File: src/rtl/tev_pkg.sv
// Package: tev_pkg
// Shared register-select encoding for the timer event router.
// Assumes a two-bit select on the register write port.
package tev_pkg;

    typedef enum logic [1:0] {
        SEL_IRQ_EN  = 2'd0,
        SEL_NMI_RST = 2'd1,
        SEL_ZONE    = 2'd2,
        SEL_LPC     = 2'd3
    } tev_sel_e;

endpackage

File: src/rtl/tev_pending.sv
// Module: tev_pending
// Holds one pending flag per event source. A pulse sets the flag and a
// clear bit drops it. When both arrive in the same cycle, the set wins.
// Assumes the event pulses are synchronous to clk.
module tev_pending #(
    parameter int SRC_N = 16
) (
    input  logic             clk,
    input  logic             rst_n,
    input  logic [SRC_N-1:0] evt_set,
    input  logic [SRC_N-1:0] evt_clr,
    output logic [SRC_N-1:0] pend_q
);

    // Purpose: latch event pulses and apply software clears.
    always_ff @(posedge clk) begin
        if (!rst_n) pend_q <= '0;
        else        pend_q <= (pend_q & ~evt_clr) | evt_set;
    end

    // a flag only rises after an event pulse
    assert_set_needs_event_R1: assert property (@(posedge clk) disable iff (!rst_n)
        $past(rst_n) |-> ((pend_q & ~$past(pend_q) & ~$past(evt_set)) == '0));

    // a clear that has no event beside it always drops the flag
    assert_clear_drops_R1: assert property (@(posedge clk) disable iff (!rst_n)
        $past(rst_n) |-> ((pend_q & $past(evt_clr & ~evt_set)) == '0));

endmodule

File: src/rtl/tev_regs.sv
// Module: tev_regs
// Write-only configuration registers: the IRQ enable mask, the NMI and
// reset enables, the zone-select fields and the bus-line mask. Reset
// enables are kept only for the lower RST_TIMERS timers; the others are
// dropped at write time. Assumes one write per cycle at most.
module tev_regs
    import tev_pkg::*;
#(
    parameter int N_TIMERS   = 8,
    parameter int IRQ_W      = 16,
    parameter int REG_W      = 32,
    parameter int RST_TIMERS = 6,
    parameter int RST_BASE   = 24,
    parameter int ZONE_W     = 32
) (
    input  logic                  clk,
    input  logic                  rst_n,
    input  logic                  wr_en,
    input  logic [1:0]            wr_sel,
    input  logic [REG_W-1:0]      wr_data,
    output logic [2*N_TIMERS-1:0] irq_en_q,
    output logic [2*N_TIMERS-1:0] nmi_en_q,
    output logic [RST_TIMERS-1:0] rst_en_q,
    output logic [ZONE_W-1:0]     zone_q,
    output logic [IRQ_W-1:0]      lpc_q
);

    localparam int SRC_N = 2 * N_TIMERS;

    tev_sel_e sel;
    logic     unused_wdata;

    assign sel          = tev_sel_e'(wr_sel);
    assign unused_wdata = ^wr_data;

    // Purpose: load the selected register on a write strobe.
    always_ff @(posedge clk) begin
        if (!rst_n) begin
            irq_en_q <= '0;
            nmi_en_q <= '0;
            rst_en_q <= '0;
            zone_q   <= '0;
            lpc_q    <= '0;
        end else if (wr_en) begin
            case (sel)
                SEL_IRQ_EN:  irq_en_q <= wr_data[SRC_N-1:0];
                SEL_NMI_RST: begin
                    nmi_en_q <= wr_data[SRC_N-1:0];
                    rst_en_q <= wr_data[RST_BASE +: RST_TIMERS];
                end
                SEL_ZONE:    zone_q <= wr_data[ZONE_W-1:0];
                default:     lpc_q  <= wr_data[IRQ_W-1:0];
            endcase
        end
    end

    // a zone write is visible at the next clock
    assert_zone_write_R10: assert property (@(posedge clk) disable iff (!rst_n)
        ($past(rst_n) && $past(wr_en) && $past(wr_sel) == 2'd2)
        |-> (zone_q == $past(wr_data[ZONE_W-1:0])));

    // registers not selected keep their value
    assert_lpc_hold_R10: assert property (@(posedge clk) disable iff (!rst_n)
        ($past(rst_n) && !($past(wr_en) && $past(wr_sel) == 2'd3)) |-> $stable(lpc_q));

endmodule

File: src/rtl/tev_irq_map.sv
// Module: tev_irq_map
// Turns pending, enabled sources into a vector of level interrupt lines.
// Each source reads its line number from a zone field shared with its
// pair partner. Numbers 0 (off) and RSVD_NUM (firmware) are blocked, and so
// are lines owned by the bus. Assumes IRQ_W is a power of two.
module tev_irq_map #(
    parameter int N_TIMERS   = 8,
    parameter int ZONE_GROUP = 4,
    parameter int IRQ_W      = 16,
    parameter int RSVD_NUM   = 2
) (
    input  logic                    clk,
    input  logic                    rst_n,
    input  logic [2*N_TIMERS-1:0]   pend,
    input  logic [2*N_TIMERS-1:0]   irq_en,
    input  logic [2*ZONE_GROUP*$clog2(IRQ_W)-1:0] zone,
    input  logic [IRQ_W-1:0]        lpc,
    output logic [IRQ_W-1:0]        irq_out
);

    localparam int SRC_N = 2 * N_TIMERS;
    localparam int NUM_W = $clog2(IRQ_W);

    logic [IRQ_W-1:0] contrib [SRC_N];

    for (genvar s = 0; s < SRC_N; s++) begin : g_src
        localparam int TIM  = s % N_TIMERS;
        localparam int CMP  = s / N_TIMERS;
        localparam int BASE = (CMP * ZONE_GROUP + (TIM % ZONE_GROUP)) * NUM_W;

        logic [NUM_W-1:0] num;
        logic             usable;

        assign num = zone[BASE +: NUM_W];

        // Purpose: decide whether this source drives its line, and which one.
        always_comb begin
            usable = pend[s] && irq_en[s] && (num != '0)
                     && (num != NUM_W'(RSVD_NUM)) && !lpc[num];
            contrib[s] = usable ? (IRQ_W'(1) << num) : '0;
        end
    end

    // Purpose: merge all sources so shared fields combine by OR.
    always_comb begin
        irq_out = '0;
        for (int s = 0; s < SRC_N; s++) irq_out |= contrib[s];
    end

    // line 0 is never raised
    assert_line_zero_quiet_R4: assert property (@(posedge clk) disable iff (!rst_n)
        irq_out[0] == 1'b0);

    // the firmware-reserved line is never raised
    assert_reserved_quiet_R5: assert property (@(posedge clk) disable iff (!rst_n)
        irq_out[RSVD_NUM] == 1'b0);

    // a bus-owned line is never raised
    assert_lpc_blocked_R6: assert property (@(posedge clk) disable iff (!rst_n)
        (irq_out & lpc) == '0);

    // no line without an enabled pending source
    assert_line_needs_source_R2: assert property (@(posedge clk) disable iff (!rst_n)
        (irq_out != '0) |-> ((pend & irq_en) != '0));

endmodule

File: src/rtl/tev_nmi_rst.sv
// Module: tev_nmi_rst
// Folds pending sources into the NMI and system reset requests. Reset
// requests come only from the lower RST_TIMERS timers, from either
// comparator. Assumes RST_TIMERS <= N_TIMERS.
module tev_nmi_rst #(
    parameter int N_TIMERS   = 8,
    parameter int RST_TIMERS = 6
) (
    input  logic                  clk,
    input  logic                  rst_n,
    input  logic [2*N_TIMERS-1:0] pend,
    input  logic [2*N_TIMERS-1:0] nmi_en,
    input  logic [RST_TIMERS-1:0] rst_en,
    output logic                  nmi_req,
    output logic                  rst_req
);

    logic [RST_TIMERS-1:0] tim_pend;

    // Purpose: merge both comparators of each reset-capable timer.
    always_comb begin
        for (int t = 0; t < RST_TIMERS; t++)
            tim_pend[t] = pend[t] | pend[N_TIMERS + t];
    end

    // Purpose: form the two request outputs.
    always_comb begin
        nmi_req = |(pend & nmi_en);
        rst_req = |(tim_pend & rst_en);
    end

    // the NMI request needs some pending source
    assert_nmi_needs_pend_R8: assert property (@(posedge clk) disable iff (!rst_n)
        nmi_req |-> (pend != '0));

    // a reset request needs a pending reset-capable timer
    assert_rst_low_timers_R9: assert property (@(posedge clk) disable iff (!rst_n)
        rst_req |-> ((pend[RST_TIMERS-1:0] | pend[N_TIMERS +: RST_TIMERS]) != '0));

endmodule

File: src/rtl/tev_router.sv
// Module: tev_router (top)
// Routes comparator events from N_TIMERS timers to level interrupt lines,
// an NMI request and a reset request. All state is registered: an event
// or a register write changes the outputs just after the next clock edge.
// Assumes CMP2 enables sit at bit t+N_TIMERS and reset enables at RST_BASE+t.
module tev_router #(
    parameter int N_TIMERS   = 8,
    parameter int ZONE_GROUP = 4,
    parameter int IRQ_W      = 16,
    parameter int REG_W      = 32,
    parameter int RST_TIMERS = 6,
    parameter int RST_BASE   = 24,
    parameter int RSVD_NUM   = 2
) (
    input  logic                  clk,
    input  logic                  rst_n,
    input  logic [N_TIMERS-1:0]   evt_cmp1,
    input  logic [N_TIMERS-1:0]   evt_cmp2,
    input  logic [2*N_TIMERS-1:0] evt_clr,
    input  logic                  wr_en,
    input  logic [1:0]            wr_sel,
    input  logic [REG_W-1:0]      wr_data,
    output logic [IRQ_W-1:0]      irq_lines,
    output logic                  nmi_req,
    output logic                  rst_req
);

    localparam int SRC_N  = 2 * N_TIMERS;
    localparam int NUM_W  = $clog2(IRQ_W);
    localparam int ZONE_W = 2 * ZONE_GROUP * NUM_W;

    logic [SRC_N-1:0]      pend;
    logic [SRC_N-1:0]      irq_en;
    logic [SRC_N-1:0]      nmi_en;
    logic [RST_TIMERS-1:0] rst_en;
    logic [ZONE_W-1:0]     zone;
    logic [IRQ_W-1:0]      lpc;

    tev_pending #(.SRC_N(SRC_N)) u_pending (
        .clk     (clk),
        .rst_n   (rst_n),
        .evt_set ({evt_cmp2, evt_cmp1}),
        .evt_clr (evt_clr),
        .pend_q  (pend)
    );

    tev_regs #(
        .N_TIMERS   (N_TIMERS),
        .IRQ_W      (IRQ_W),
        .REG_W      (REG_W),
        .RST_TIMERS (RST_TIMERS),
        .RST_BASE   (RST_BASE),
        .ZONE_W     (ZONE_W)
    ) u_regs (
        .clk      (clk),
        .rst_n    (rst_n),
        .wr_en    (wr_en),
        .wr_sel   (wr_sel),
        .wr_data  (wr_data),
        .irq_en_q (irq_en),
        .nmi_en_q (nmi_en),
        .rst_en_q (rst_en),
        .zone_q   (zone),
        .lpc_q    (lpc)
    );

    tev_irq_map #(
        .N_TIMERS   (N_TIMERS),
        .ZONE_GROUP (ZONE_GROUP),
        .IRQ_W      (IRQ_W),
        .RSVD_NUM   (RSVD_NUM)
    ) u_irq_map (
        .clk     (clk),
        .rst_n   (rst_n),
        .pend    (pend),
        .irq_en  (irq_en),
        .zone    (zone),
        .lpc     (lpc),
        .irq_out (irq_lines)
    );

    tev_nmi_rst #(
        .N_TIMERS   (N_TIMERS),
        .RST_TIMERS (RST_TIMERS)
    ) u_nmi_rst (
        .clk     (clk),
        .rst_n   (rst_n),
        .pend    (pend),
        .nmi_en  (nmi_en),
        .rst_en  (rst_en),
        .nmi_req (nmi_req),
        .rst_req (rst_req)
    );

endmodule

File: config.mk
export PLATFORM = sky130hd
export DESIGN_NAME = tev_router
export DESIGN_NICKNAME = d
export VERILOG_FILES = /design/src/rtl/tev_pkg.sv /design/src/rtl/tev_pending.sv /design/src/rtl/tev_regs.sv /design/src/rtl/tev_irq_map.sv /design/src/rtl/tev_nmi_rst.sv /design/src/rtl/tev_router.sv
export SDC_FILE = /design/constraint.sdc
export NUM_CORES = 1
export LEC_CHECK = 0
export ABC_CLOCK_PERIOD_IN_PS = 2050
export BUFFER_PORTS_ARGS = -buffer_cell sky130_fd_sc_hd__buf_4
export CAP_MARGIN = 10
export CORE_ASPECT_RATIO = 0.5
export CORE_MARGIN = 3
export CORE_UTILIZATION = 45
export CTS_CLUSTER_DIAMETER = 30
export DETAILED_ROUTE_END_ITERATION = 8
export PLACE_DENSITY = 0.66
export SLEW_MARGIN = 20
export SYNTH_ARGS = -nofsm -noshare
export SYNTH_HDL_FRONTEND = slang
export SYNTH_SLANG_ARGS = --single-unit
File: constraint.sdc
create_clock -name clk -period 2.05 [get_ports clk]
set_input_delay 0.205 -clock clk [delete_from_list [all_inputs] [get_ports clk]]
set_output_delay 0.205 -clock clk [all_outputs]
set_load 0.05 [all_outputs]
After elaboration in Yosys (flattened, before gate mapping)
Index checks and enable logic that the tools add are counted.
- flip-flop bits (word level): 102
- input port bits: 69
- logic and storage cells: 179
- order comparisons: 8
- eq/ne operators: 10
- shift-type cells: 8
- muxes and demuxes: 32
- bitwise gates (word level): 27
- reduce and logical (&&, ||, !) cells: 88
- operator list (operator ; number):
    $mux 16 ; 16
    $or 16x16->16 ; 16
    $shl 1x4->16 const A ; 8
    $logic_and 1x1->1 ; 64
    $lt 4x5->1 const B ; 8
    $and 16x16->16 ; 2
    $bmux 1 s4 ; 8
    $ne 4x2->1 const B ; 8
    $reduce_bool 4->1 ; 8
    $not 16->16 ; 1
    $reduce_or 16->1 ; 1
    $logic_not 1->1 ; 8
    $mux 1 ; 8
    $reduce_and 2->1 ; 4
    $and 6x6->6 ; 1
    $or 1x1->1 ; 6
    $reduce_or 6->1 ; 1
    $reduce_or 3->1 ; 1
    $eq 2x1->1 const B ; 1
    $eq 2x2->1 const B ; 1
    $logic_not 2->1 ; 1
    $not 1->1 ; 1

Logic depth before layout (Yosys ltp)
Gate-level depths: netlist (run 1).
- depth after elaboration: 20
- gate-level depth with buffers: 7
- gate-level depth less buffers: 5

By module
Synthesis (run 1) repeated with hierarchy kept, for this count alone.
- cells, all modules: 609
- area, all modules: 5454.0 um^2
- by module, submodules not included (module ; times used ; cells an instance ; area an instance (um^2) ; sequential area each (um^2)):
    tev_regs ; 1 ; 316 ; 3214.3 ; 1721.7
    tev_irq_map ; 1 ; 226 ; 1522.7 ; 0.0
    tev_pending ; 1 ; 50 ; 571.8 ; 320.3
    tev_nmi_rst ; 1 ; 17 ; 145.1 ; 0.0

Worst setup path after synthesis (run 1)
No wires, ideal clock.
- kind: register to output
- from: register u_regs.zone_q[18]
- to: output irq_lines[4]
- arrival time: 2.112 ns
- required time: 1.845 ns
- setup slack: -0.267 ns
- cell stages (with the launch flop): 7
- buffers on the path: 1
- cells stage by stage: dfxtp_1 > buf_6 > mux2_1 > o22ai_2 > nor2_1 > or3_1 > o221ai_1
- cells in the longest elaborated chain, start to end: 13
- ends and longest elaborated chain (what ; RTL line ; source):
    start: declaration ; tev_regs.sv:24 ; output logic [ZONE_W-1:0] zone_q,
    start signal: assignment ; tev_regs.sv:51 ; SEL_ZONE: zone_q <= wr_data[ZONE_W-1:0];
    $bmux 1 s4 / $reduce_bool 4->1 (equally long branches) ; tev_irq_map.sv:39, tev_irq_map.sv:38 ;
    $mux 1 (implied by the code) / $logic_and 1x1->1 (equally long branches) ; tev_irq_map.sv:39, tev_irq_map.sv:38 ;
    $logic_not 1->1 / $logic_and 1x1->1 (equally long branches) ; tev_irq_map.sv:39 ; && (num != NUM_W'(RSVD_NUM)) && !lpc[num];
    $logic_and 1x1->1 ; tev_irq_map.sv:39 ;
    $mux 16 ; tev_irq_map.sv:40 ; contrib[s] = usable ? (IRQ_W'(1) << num) : '0;
    $or 16x16->16 (4 in a row) ; tev_irq_map.sv:47 ; for (int s = 0; s < SRC_N; s++) irq_out |= contrib[s];
    $or 16x16->16 * (4 in a row) ; tev_irq_map.sv:47 ;
    end: declaration ; tev_router.sv:23 ; output logic [IRQ_W-1:0] irq_lines,
Every way passes the cells marked *; elsewhere a longest branch is shown, timed or not. The select of a mux whose other input is x is not followed.

Worst setup path in the final report (run 1)
- from: register u_regs.zone_q[18]
- to: output irq_lines[1]
The elaborated chain is that of the path after synthesis.

==> out/metrics.yaml, run 1 <==
grt:
  gr-total-overflow: 0
  grt_usage_pct: 31.70
  grt_first_pass_wirelength_mm: 33.28
  grt_pass1_vias: 5711
  grt_max_degree: 59
  antenna_found_initial: 0
floorplanning:
  die-area_um2: 13840
  die_y_um: 84.69
  initial_core_util_pct: 46.65
  die_x_um: 163.4
  ios: 87
  coreArea_um2: 11950
  fp-row-count: 28
synth:
  synth_cell_types: 70
  synth_compound_area_share_pct: 27.08
  synth-adder-area-share_pct: 0
  yosysMostFrequentCell: "nand2_1"
  synth_mux_area_share_pct: 2.245
  synth_seq_cells: 102
  synth_area_leaders: "dfxtp_1, nand2_1, a21boi_0, nor2b_1, clkbuf_1"
  netlist_area_um2: 5573
  yosysTopAreaCell: "dfxtp_1"
  syn_area_per_cell_um2: 7.905
  synthArstFlopShare_pct: 0
  yosysSeqAreaShare_pct: 36.64
  synthXorXnorAreaFrac_pct: 0
  synth_edf_count: 0
  synthTopCellsByCount: "nand2_1, dfxtp_1, a21boi_0"
  synth_top_family_by_area: "simple AND/OR/NAND/NOR gates"
  yosysWarnings: 0
  synthSimpleGateAreaFrac_pct: 29.91
  ys.flop_type: "dfxtp_1"
  synth_top_area_share_pct: 36.64
  syn_inst: 705
worst_setup_path:
  critPathMaxFanout: 5
  crit_required_ns: 1.85
  max_stage_delay_ns: 0.52
  cp_slowest_cell: "or4b_4"
  crit_family: "simple AND/OR/NAND/NOR gates"
  end_kind: "output pin"
  cp_cell_sequence: "mux2_4, o22ai_2, nor2_2, or4b_4, o211ai_1, buf_4"
  critical_path.startpoint: "u_regs.zone_q[18]"
  path_class: "reg2out"
  crit_buf_inv: 1
  rr_startpoint: "u_regs.lpc_q[6]"
  start_kind: "flip-flop"
  cp.arrival_ns: 2.16
outcome:
  outcome: "finished, violations left"
  violations: "negative setup slack"
flow_run:
  drv_cap: 0
timing:
  rsz0062_at_grt: "yes"
  tightest_slew_ns: 0.7610
  post-route-min-period_ns: 2.368
  finClkSkew_ns: 0
  hold_ws_ns: 0.04574
  tns_ns: -2.867
  max-slew-margin-rel_pct: 49.12
  finalHoldViolations: 0
  finalCritPeriodShare_pct: 115.5
  finalSetupViolCount: 14
  setup_slack_ns: -0.3175
  fmax_mhz: 422.4
  slew_viol_final: 0
route:
  wirelength_mm: 22.15
  viasPerCell: 5.946
  routedWlPerCell_um: 21.59
  firstDrtPassIters: 5
  drcViolationCount: 0
  ant_nets: 0
  first_iter_violations: 626
  vias: 6101
worst_hold_path:
  hold_path.startpoint: "evt_cmp2[1]"
  hp-class: "in2reg"
pwr:
  powerDensity_nw_per_um2: 588.3
  combPwrFrac_pct: 13.5
  pwr-share-seq_pct: 46.7
  clkPwrFrac_pct: 39.8
  p_int_uw: 3239
  leakagePower_uw: 0.002919
  ir_drop_mv: 0.4362
  sw_frac_of_total_pct: 29.69
  switching_power_uw: 1368
final_layout:
  nFillCells: 1059
  drive_gt1_share_pct: 34.49
  antennaDiodeCount: 0
  utilization_pct: 65.56
  fin_area_um2: 7833
  synthToLayoutAreaGrowth_pct: 40.55
  final_nets: 925
placement:
  placement.io_buffers: 84
  dp_hpwl_mm: 16.72
  dp_slack_ns: -0.1299
  place_congestion: 1.028
  placed_cell_area_um2: 6927
clocking:
  cts_hold_buffers: 0
  cts_buffer_depth: 2
  cts_tree: "built"
  insertion_delay_ns: 0.35
  cts_max_level: 3
  clk_pin_slew_ns: 0.09
  cts_root_buf: "clkbuf_16"
  cts_inserted_buffers: 9
  clock-sinks: 102
layout make-up:
cell class	count	area [um^2]	share of cell area, %
Clock buffer	9	225.2	2.875
Clock inverter	7	93.84	1.198
Inverter	8	30.03	0.3834
Multi-Input combinational cell	551	3710	47.36
Sequential cell	102	2090	26.68
Tap cell	165	206.4	2.636
Timing Repair Buffer	184	1478	18.87
layout by cell type (no fill, tap or decap), drive strengths merged, types with 3 or more instances in the layout:
cell type	Yosys	routed
a21oi	7	7
nand4b	3	3
a221oi	5	5
o211ai	4	4
clkbuf	35	9
nand2b	10	10
a22oi	7	7
inv	8	11
nor3b	9	9
and3b	3	3
and3	3	3
a211oi	5	5
nand2	195	195
o41ai	6	6
o22ai	4	4
mux2	4	4
o21ai	10	10
nand4	5	5
nor2b	29	29
a21boi	87	87
nand3b	5	5
nor4b	4	4
nor4	8	8
buf	10	184
or3	6	6
a22o	11	11
dfxtp	102	102
o21a	17	17
clkinv	0	4
nand3	13	13
or2	3	3
or4	5	5
o221ai	3	3
nor3	12	12
mux2i	5	5
a32oi	6	6
nor2	21	21
kinds of logic (layout without fill, tap and decap cells):
| logic type | count (synthesis) | in the layout |
|---|---|---|
| AOI/OAI and AO/OA | 195 | 195 |
| buffers and inverters | 53 | 208 |
| DFF | 102 | 102 |
| muxes | 10 | 10 |
| other | 1 | 2 |
| and+or+nand+nor | 344 | 344 |
power by group through the flow:
stage | clock, uW | sequential, uW | combinational (uW)
after floorplan | 0 | 2160 | 280
after global placement | 0 | 2180 | 576
after detailed placement | 0 | 2180 | 581
after CTS | 1850 | 2140 | 607
after global routing | 1930 | 2160 | 663
final | 1840 | 2150 | 621
what timing repair did:
item / in CTS / in global routing
gates resized for setup: 91 / 34
endpoints found under the setup margin: 14 / 14
pin swaps: 27 / 15
buffers inserted: 10 / 4
sequential cells by signal (all words and copies together) (netlist names):
signal,flops
u_pending.pend_q,16
u_regs.irq_en_q,16
u_regs.lpc_q,16
u_regs.nmi_en_q,16
u_regs.rst_en_q,6
u_regs.zone_q,32
path summary, 6_finish.rpt:
kind | end | slack, ns | depth (start not counted)
hold reg to reg | u_regs.nmi_en_q[3] | 0.47 | 2
hold / removal | u_pending.pend_q[9] | 0.05 | 2
setup reg to reg | u_regs.lpc_q[6] | 0.92 | 4
setup / recovery | irq_lines[1] | -0.32 | 6
through the flow:
step                std cells  total power, uW
floorplan                 706             2435
global placement          998             2757
detailed placement        998             2765
CTS                      1023             4596
global route             1026             4752
finish                   1026             4608
layer usage:
layer	up-vias	part of all wire (%)	global-route usage, %
met2	301	43	48.85
met3	28	8.5	6.456
met1	2953	47	46.25
met5	-	0	0
met4	0	1.7	5.986
li1	2819	-	-
worst register-to-register path: cells and delay by family (launching register included):
kind / cells / cell delay, ns
AO/OA/AOI/OAI: 1 / 0.34
flip-flops: 1 / 0.37
AND/OR/NAND/NOR: 1 / 0.05
buffers and inverters: 2 / 0.26
Power figures use the tool's default switching activity.
==> run 2: changes to the inputs <==
ABC_AREA = 1   (was unset)
PLACE_DENSITY = unset   (was 0.66)
==> run 2 against run 1 <==
Against the previous run:
- the flow still finishes with violations (negative setup slack)
- sequential share of layout area down 8.2 points
- fmax is 4.6% lower
- via count increased by 70%
- sequential power is 3% higher
- critical path depth increased by 6
- first-iteration DRC count up 130%
- global-route usage up 4.0 points
- utilization grew 6.2 points
==> out/metrics.yaml, run 2 <==
outcome:
  outcome: "finished, violations left"
  violations: "negative setup slack"
grt:
  grt_pass1_vias: 9074  # +59%
  antenna_found_initial: 1  # +1
  use_met3_pct: 13.12  # +6.7 points
  grt_usage_pct: 35.74  # +4.0 points
  met2_usage_pct: 50.13  # +1.3 points
  gr-total-overflow: 0  # unchanged
  grt_max_degree: 49  # -17%
  grt_first_pass_wirelength_mm: 51.29  # +54%
  use_met1_pct: 51.15  # +4.9 points
  grt-busiest-layer: "met1"
timing:
  slew_viol_final: 0  # unchanged
  post-route-min-period_ns: 2.482  # +0.1147 ns
  finClkSkew_ns: 0  # unchanged
  rsz0062_at_grt: "yes"
  tightest_slew_ns: 0.6916  # -0.06948 ns
  hold_ws_ns: 0.05527  # +0.009531 ns
  finalCritPeriodShare_pct: 121.1  # +5.6 points
  finalHoldViolations: 0  # unchanged
  max-slew-margin-rel_pct: 53.85  # +4.7 points
  finalSetupViolCount: 14  # unchanged
  fmax_mhz: 402.9  # -4.6%
  setup_slack_ns: -0.4322  # -0.1147 ns
synth:
  netlist_area_um2: 7541  # +35%
  yosysTopAreaCell: "dfxtp_1"
  yosysMostFrequentCell: "nand2_1"
  synth_cell_types: 33  # -53%
  synth_edf_count: 0  # unchanged
  ys.flop_type: "dfxtp_1"
  syn_inst: 1283  # +82%
  synth_top_area_share_pct: 27.08  # -9.6 points
  syn_area_per_cell_um2: 5.878  # -26%
  synthTopCellsByCount: "nand2_1, nor2_1, o21ai_0"
  synthArstFlopShare_pct: 0  # unchanged
  synth_seq_cells: 102  # unchanged
  yosysSeqAreaShare_pct: 27.08  # -9.6 points
  synth_area_leaders: "dfxtp_1, nand2_1, nor2_1, o21ai_0, nand3_1"
  yosysWarnings: 0  # unchanged
final_layout:
  multi_input_area_um2: 5425  # +46%
  drive_gt1_share_pct: 37.63  # +3.1 points
  largest-register: "u_regs.zone_q"
  fin_area_um2: 11410  # +46%
  antennaDiodeCount: 0  # unchanged
  final_cell_mix: "buf_4, nand2_1, nor2_1"
  nFillCells: 1316  # +24%
  synthToLayoutAreaGrowth_pct: 51.37
  fin_cells: 1765  # +72%
  final_nets: 1608  # +74%
  regArea_um2: 2115  # +1.2%
  largest_reg_flops: 32  # unchanged
  final_common_cell: "buf_4"
worst_hold_path:
  hold_path.startpoint: "evt_cmp1[2]"
  hold_path_depth: 3  # +1
  hp-class: "in2reg"
  min_to: "u_pending.pend_q[2]"
floorplanning:
  die_x_um: 189.1  # +16%
  coreArea_um2: 15900  # +33%
  ios: 87  # unchanged
  die-area_um2: 18440  # +33%
  initial_core_util_pct: 47.44  # +0.79 points
  die_y_um: 97.54  # +15%
  fp-row-count: 32  # +14%
route:
  ant_nets: 0  # unchanged
  routedWlPerCell_um: 20.23  # -6.3%
  first_iter_violations: 1467  # +130%
  wirelength_mm: 35.71  # +61%
  viasPerCell: 5.884  # -1.0%
  drcViolationCount: 0  # unchanged
  firstDrtPassIters: 6  # +1
  vias: 10390  # +70%
clocking:
  cts_root_buf: "clkbuf_16"
  clock-sinks: 102  # unchanged
  cts_inserted_buffers: 9  # unchanged
  cts_buffer_depth: 2  # unchanged
  cts_hold_buffers: 0  # unchanged
  insertion_delay_ns: 0.35  # about the same
  clk_pin_slew_ns: 0.09  # about the same
  cts_tree: "built"
  cts_max_level: 3  # unchanged
flow_run:
  drv_cap: 0  # unchanged
pwr:
  sw_frac_of_total_pct: 34.65  # +5.0 points
  leakagePower_uw: 0.005107  # +75%
  pwr-share-seq_pct: 39.6  # -7.1 points
  clkPwrFrac_pct: 32.7  # -7.1 points
  p_total_uw: 5579  # +21%
  powerDensity_nw_per_um2: 488.8  # -17%
  combPwrFrac_pct: 27.8  # +14 points
  p_int_uw: 3646  # +13%
  switching_power_uw: 1933  # +41%
  ir_drop_mv: 0.5709  # +31%
worst_setup_path:
  crit_path_frequent_cell: "nand2_1"
  critPathMaxFanout: 8  # +3
  cp_slowest_cell: "dfxtp_4"
  crit_cells: 12  # +6
  cp.arrival_ns: 2.28  # +0.12 ns
  start_kind: "flip-flop"
  rr_endpoint: "u_regs.lpc_q[0]"
  crit_family: "simple AND/OR/NAND/NOR gates"
  end_kind: "output pin"
  r2r_cells: 5  # +1
  cp_cell_sequence: "clkbuf_16, nand2_1, nand2_1, nand2_1, nand3_2, nand3_4, buf_6, nand4_1, o21ai_2, nor2_2, nand3_2, buf_8"
  r2r_slack_ns: 1.08  # +0.16 ns
  crit_buf_inv: 3  # +2
  path_class: "reg2out"
  max_stage_delay_ns: 0.43  # -0.09 ns
  crit_required_ns: 1.85  # about the same
  rr_startpoint: "u_regs.lpc_q[0]"
placement:
  placed_cells: 1712  # +72%
  placement.io_buffers: 84  # unchanged
  dp_slack_ns: -0.2993  # -0.1694 ns
  dp_hpwl_mm: 26.41  # +58%
  place_congestion: 1.089  # +5.9%
  placed_cell_area_um2: 9657  # +39%
run 2: cell count changes in the layout (fill, tap and decap cells not counted), sizes merged, moves of 64 or more:
cell    change
inv       +110
o21ai     +114
nand3     +113
nand2      +68
a21oi      +64
buf       +126
nor2      +233
nand4      +69
a21boi     -87
run 2: cell families (layout without fill, tap and decap cells):
family / count (synthesis) / in the layout / share of synthesized area, %
buffers and inverters: 196 / 452 / 11.81
DFF: 102 / 102 / 27.08
AOI/OAI and AO/OA: 212 / 212 / 14.92
other: 1 / 2 / 0.04973
and+or+nand+nor: 772 / 776 / 46.14
run 2: what timing repair did:
item,in CTS,in global routing
endpoints found under the setup margin,14,14
cloned,5,3
pin swaps,73,82
buffers inserted,18,14
resized for setup,219,135
run 2: cell type report:
class	count	area share [%]
clock buffer	10	2.094
sequential	102	18.52
multi-input combinational	990	47.53
tap	221	2.422
inverter	123	4.417
timing repair buffer	313	24.45
clock inverter	6	0.5590
run 2: how the worst max path moves through the flow:
stage / from / to / slack (ns)
CTS: u_regs.lpc_q[11] / irq_lines[12] / -0.29
global placement: u_regs.zone_q[16] / irq_lines[8] / -0.30
floorplan: u_regs.zone_q[21] / irq_lines[7] / 0.14
detailed placement: u_regs.zone_q[16] / irq_lines[8] / -0.30
global route: u_regs.zone_q[24] / irq_lines[4] / -0.48
finish: u_regs.zone_q[20] / irq_lines[4] / -0.43
run 2: stage by stage:
step           util (%)  setup TNS, ns
6_report          71.81         -5.296
5_1_grt           71.81         -6.078
4_1_cts           67.84         -3.656
3_5_place_dp      60.75         -2.956
3_3_place_gp      60.75         -2.695
2_1_floorplan         -              0
run 2: power by group through the flow:
stage / clock network, uW / logic [uW] / registers (uW)
floorplan: 0 / 650 / 2200
global placement: 0 / 1230 / 2230
detailed placement: 0 / 1250 / 2230
CTS: 1810 / 1380 / 2190
global route: 1890 / 1650 / 2220
finish: 1820 / 1550 / 2210
run 2: worst register-to-register path, stage by stage, from the launching register on:
cell	delay [ns]
dfxtp_2	0.33
buf_12	0.13
buf_12	0.13
inv_1	0.10
buf_4	0.12
a21oi_1	0.05
run 2: routing by layer:
layer | wire, um | up-vias
li1 | - | 4787
met1 | 14930 | 4744
met2 | 14520 | 735
met3 | 5060 | 116
met4 | 1092 | 4
met5 | 95 | -
==> run 3: changes to the inputs <==
RECOVER_POWER = 100   (was unset)
==> run 3 against run 2 <==
Against the previous run:
- the flow finishes with violations (max-capacitance violations, max-slew violations, negative setup slack)
- sequential power is essentially flat
- combinational power is essentially flat
- sequential share of layout area is essentially flat
- die area is the same
==> out/metrics.yaml, run 3 (same netlist as run 2, synthesis figures left out) <==
outcome:
  outcome: "finished, violations left"
  violations: "max-capacitance violations, max-slew violations, negative setup slack"
route:
  wirelength_mm: 35.73  # about the same
  viasPerCell: 5.899  # +0.24%
  ant_nets: 0  # unchanged
  drcViolationCount: 0  # unchanged
  vias: 10410  # +0.24%
  routedWlPerCell_um: 20.24  # about the same
  first_iter_violations: 1466  # -0.068%
  firstDrtPassIters: 7  # +1
final_layout:
  drive_gt1_share_pct: 37.37  # -0.26 points
  synthToLayoutAreaGrowth_pct: 51.14
  fin_area_um2: 11400  # -0.15%
  nFillCells: 1322  # +0.46%
  antennaDiodeCount: 0  # unchanged
  final_common_cell: "buf_4"
  final_cell_mix: "buf_4, nand2_1, nor2_1"
  largest-register: "u_regs.zone_q"
  final_nets: 1608  # unchanged
  largest_reg_flops: 32  # unchanged
worst_setup_path:
  max_stage_delay_ns: 0.43  # about the same
  cp_slowest_cell: "dfxtp_4"
  critPathMaxFanout: 6  # -2
  cp.arrival_ns: 2.28  # about the same
  crit_buf_inv: 3  # unchanged
  start_kind: "flip-flop"
  crit_family: "simple AND/OR/NAND/NOR gates"
  crit_path_frequent_cell: "nand3_2"
  path_class: "reg2out"
  crit_required_ns: 1.85  # about the same
  end_kind: "output pin"
  cp_cell_sequence: "clkbuf_16, nand2_2, o21ai_1, nand2_1, nand3_2, nand3_4, buf_12, nand4_1, nand3_1, nor2_2, nand3_2, buf_8"
grt:
  gr-total-overflow: 0  # unchanged
  grt_usage_pct: 35.74  # unchanged
  grt_first_pass_wirelength_mm: 51.29  # unchanged
  antenna_found_initial: 1  # unchanged
  grt_pass1_vias: 9074  # unchanged
  grt_max_degree: 49  # unchanged
floorplanning:
  die-area_um2: 18440  # unchanged
  die_x_um: 189.1  # unchanged
  initial_core_util_pct: 47.44  # unchanged
  fp-row-count: 32  # unchanged
  ios: 87  # unchanged
  die_y_um: 97.54  # unchanged
  coreArea_um2: 15900  # unchanged
clocking:
  clk_pin_slew_ns: 0.09  # about the same
  cts_root_buf: "clkbuf_16"
  cts_inserted_buffers: 9  # unchanged
  cts_tree: "built"
  cts_max_level: 3  # unchanged
  cts_buffer_depth: 2  # unchanged
  clock-sinks: 102  # unchanged
  insertion_delay_ns: 0.35  # about the same
timing:
  finalCritPeriodShare_pct: 121.0  # about the same
  hold_ws_ns: 0.05674  # +0.001472 ns
  rsz0062_at_grt: "yes"
  max-slew-margin-rel_pct: -20.77  # -75 points
  finalSetupViolCount: 48  # +34
  slew_viol_final: 49  # +49
  tightest_slew_ns: 1.812  # +1.120 ns
  finClkSkew_ns: 0  # unchanged
  tns_ns: -7.372  # -2.076 ns
  post-route-min-period_ns: 2.481  # -0.001273 ns
  finalHoldViolations: 0  # unchanged
  setup_slack_ns: -0.4310  # +0.001273 ns
  fmax_mhz: 403.1  # about the same
pwr:
  leakagePower_uw: 0.005092  # -0.29%
  powerDensity_nw_per_um2: 488.2  # -0.12%
  ir_drop_mv: 0.5728  # +0.34%
  p_total_uw: 5564  # -0.27%
placement:
  placement.io_buffers: 84  # unchanged
  placed_cell_area_um2: 9657  # unchanged
  place_congestion: 1.089  # unchanged
  dp_hpwl_mm: 26.41  # unchanged
worst_hold_path:
  hp-class: "in2reg"
flow_run:
  drv_cap: 1  # +1
run 3: changes by cell type in the layout (fill, tap and decap cells not counted), sizes merged:
cell | previous run | this run
clkbuf | 13 | 19
buf | 310 | 304
run 3: final cells by class:
cell class	instances	area, um^2	share of cell area (%)
clock inverter	6	63.81	0.5599
tap	221	276.5	2.426
multi-input combinational	990	5425	47.60
clock buffer	10	239.0	2.097
inverter	123	504.2	4.424
sequential	102	2115	18.55
timing repair buffer	313	2774	24.34
run 3: worst reg2reg max path: stages (launching register included):
cell and delay, ns:
dfxtp_2 0.33, buf_12 0.13, buf_12 0.13, inv_1 0.09
buf_4 0.11, a21oi_1 0.05
run 3: layer usage:
layer / track usage (%) / routed length (um) / vias to the layer above
met5: 0 / 95 / -
met4: 9.148 / 1085 / 4
met3: 13.12 / 5067 / 114
met2: 50.13 / 14510 / 698
met1: 51.15 / 14970 / 4805
li1: - / - / 4790
run 3: final timing paths:
check | cells after the start | slack, ns | from | end
worst max-delay path | 12 | -0.43 | u_regs.zone_q[24] | irq_lines[4]
worst min register to register | 2 | 0.49 | u_regs.irq_en_q[12] | u_regs.irq_en_q[12]
worst min-delay path | 3 | 0.06 | evt_cmp1[5] | u_pending.pend_q[5]
worst max register to register | 5 | 1.04 | u_regs.lpc_q[0] | u_regs.lpc_q[0]
run 3: metrics by stage:
stage                     util (%)  worst slack, ns  std cells
final                        71.70          -0.4310       1765
after global routing         71.70          -0.4839       1765
after CTS                    67.84          -0.2919       1749
after detailed placement     60.75          -0.2993       1712
after global placement       60.75          -0.2963       1712
after floorplan                  -           0.1442       1284
run 3: power by group:
group	switching, uW	internal, uW	total, uW
registers	122	2090	2210
clock network	913	896	1810
logic	888	659	1550
run 3: repair_timing:
| item | 4_1_cts | 5_1_grt |
|---|---|---|
| hold buffers | 0 | 0 |
| cloned | 5 | 3 |
| setup endpoints to repair | 14 | 14 |
| gates resized for setup | 219 | 135 |
| pin swaps | 73 | 82 |
| setup buffers | 18 | 14 |
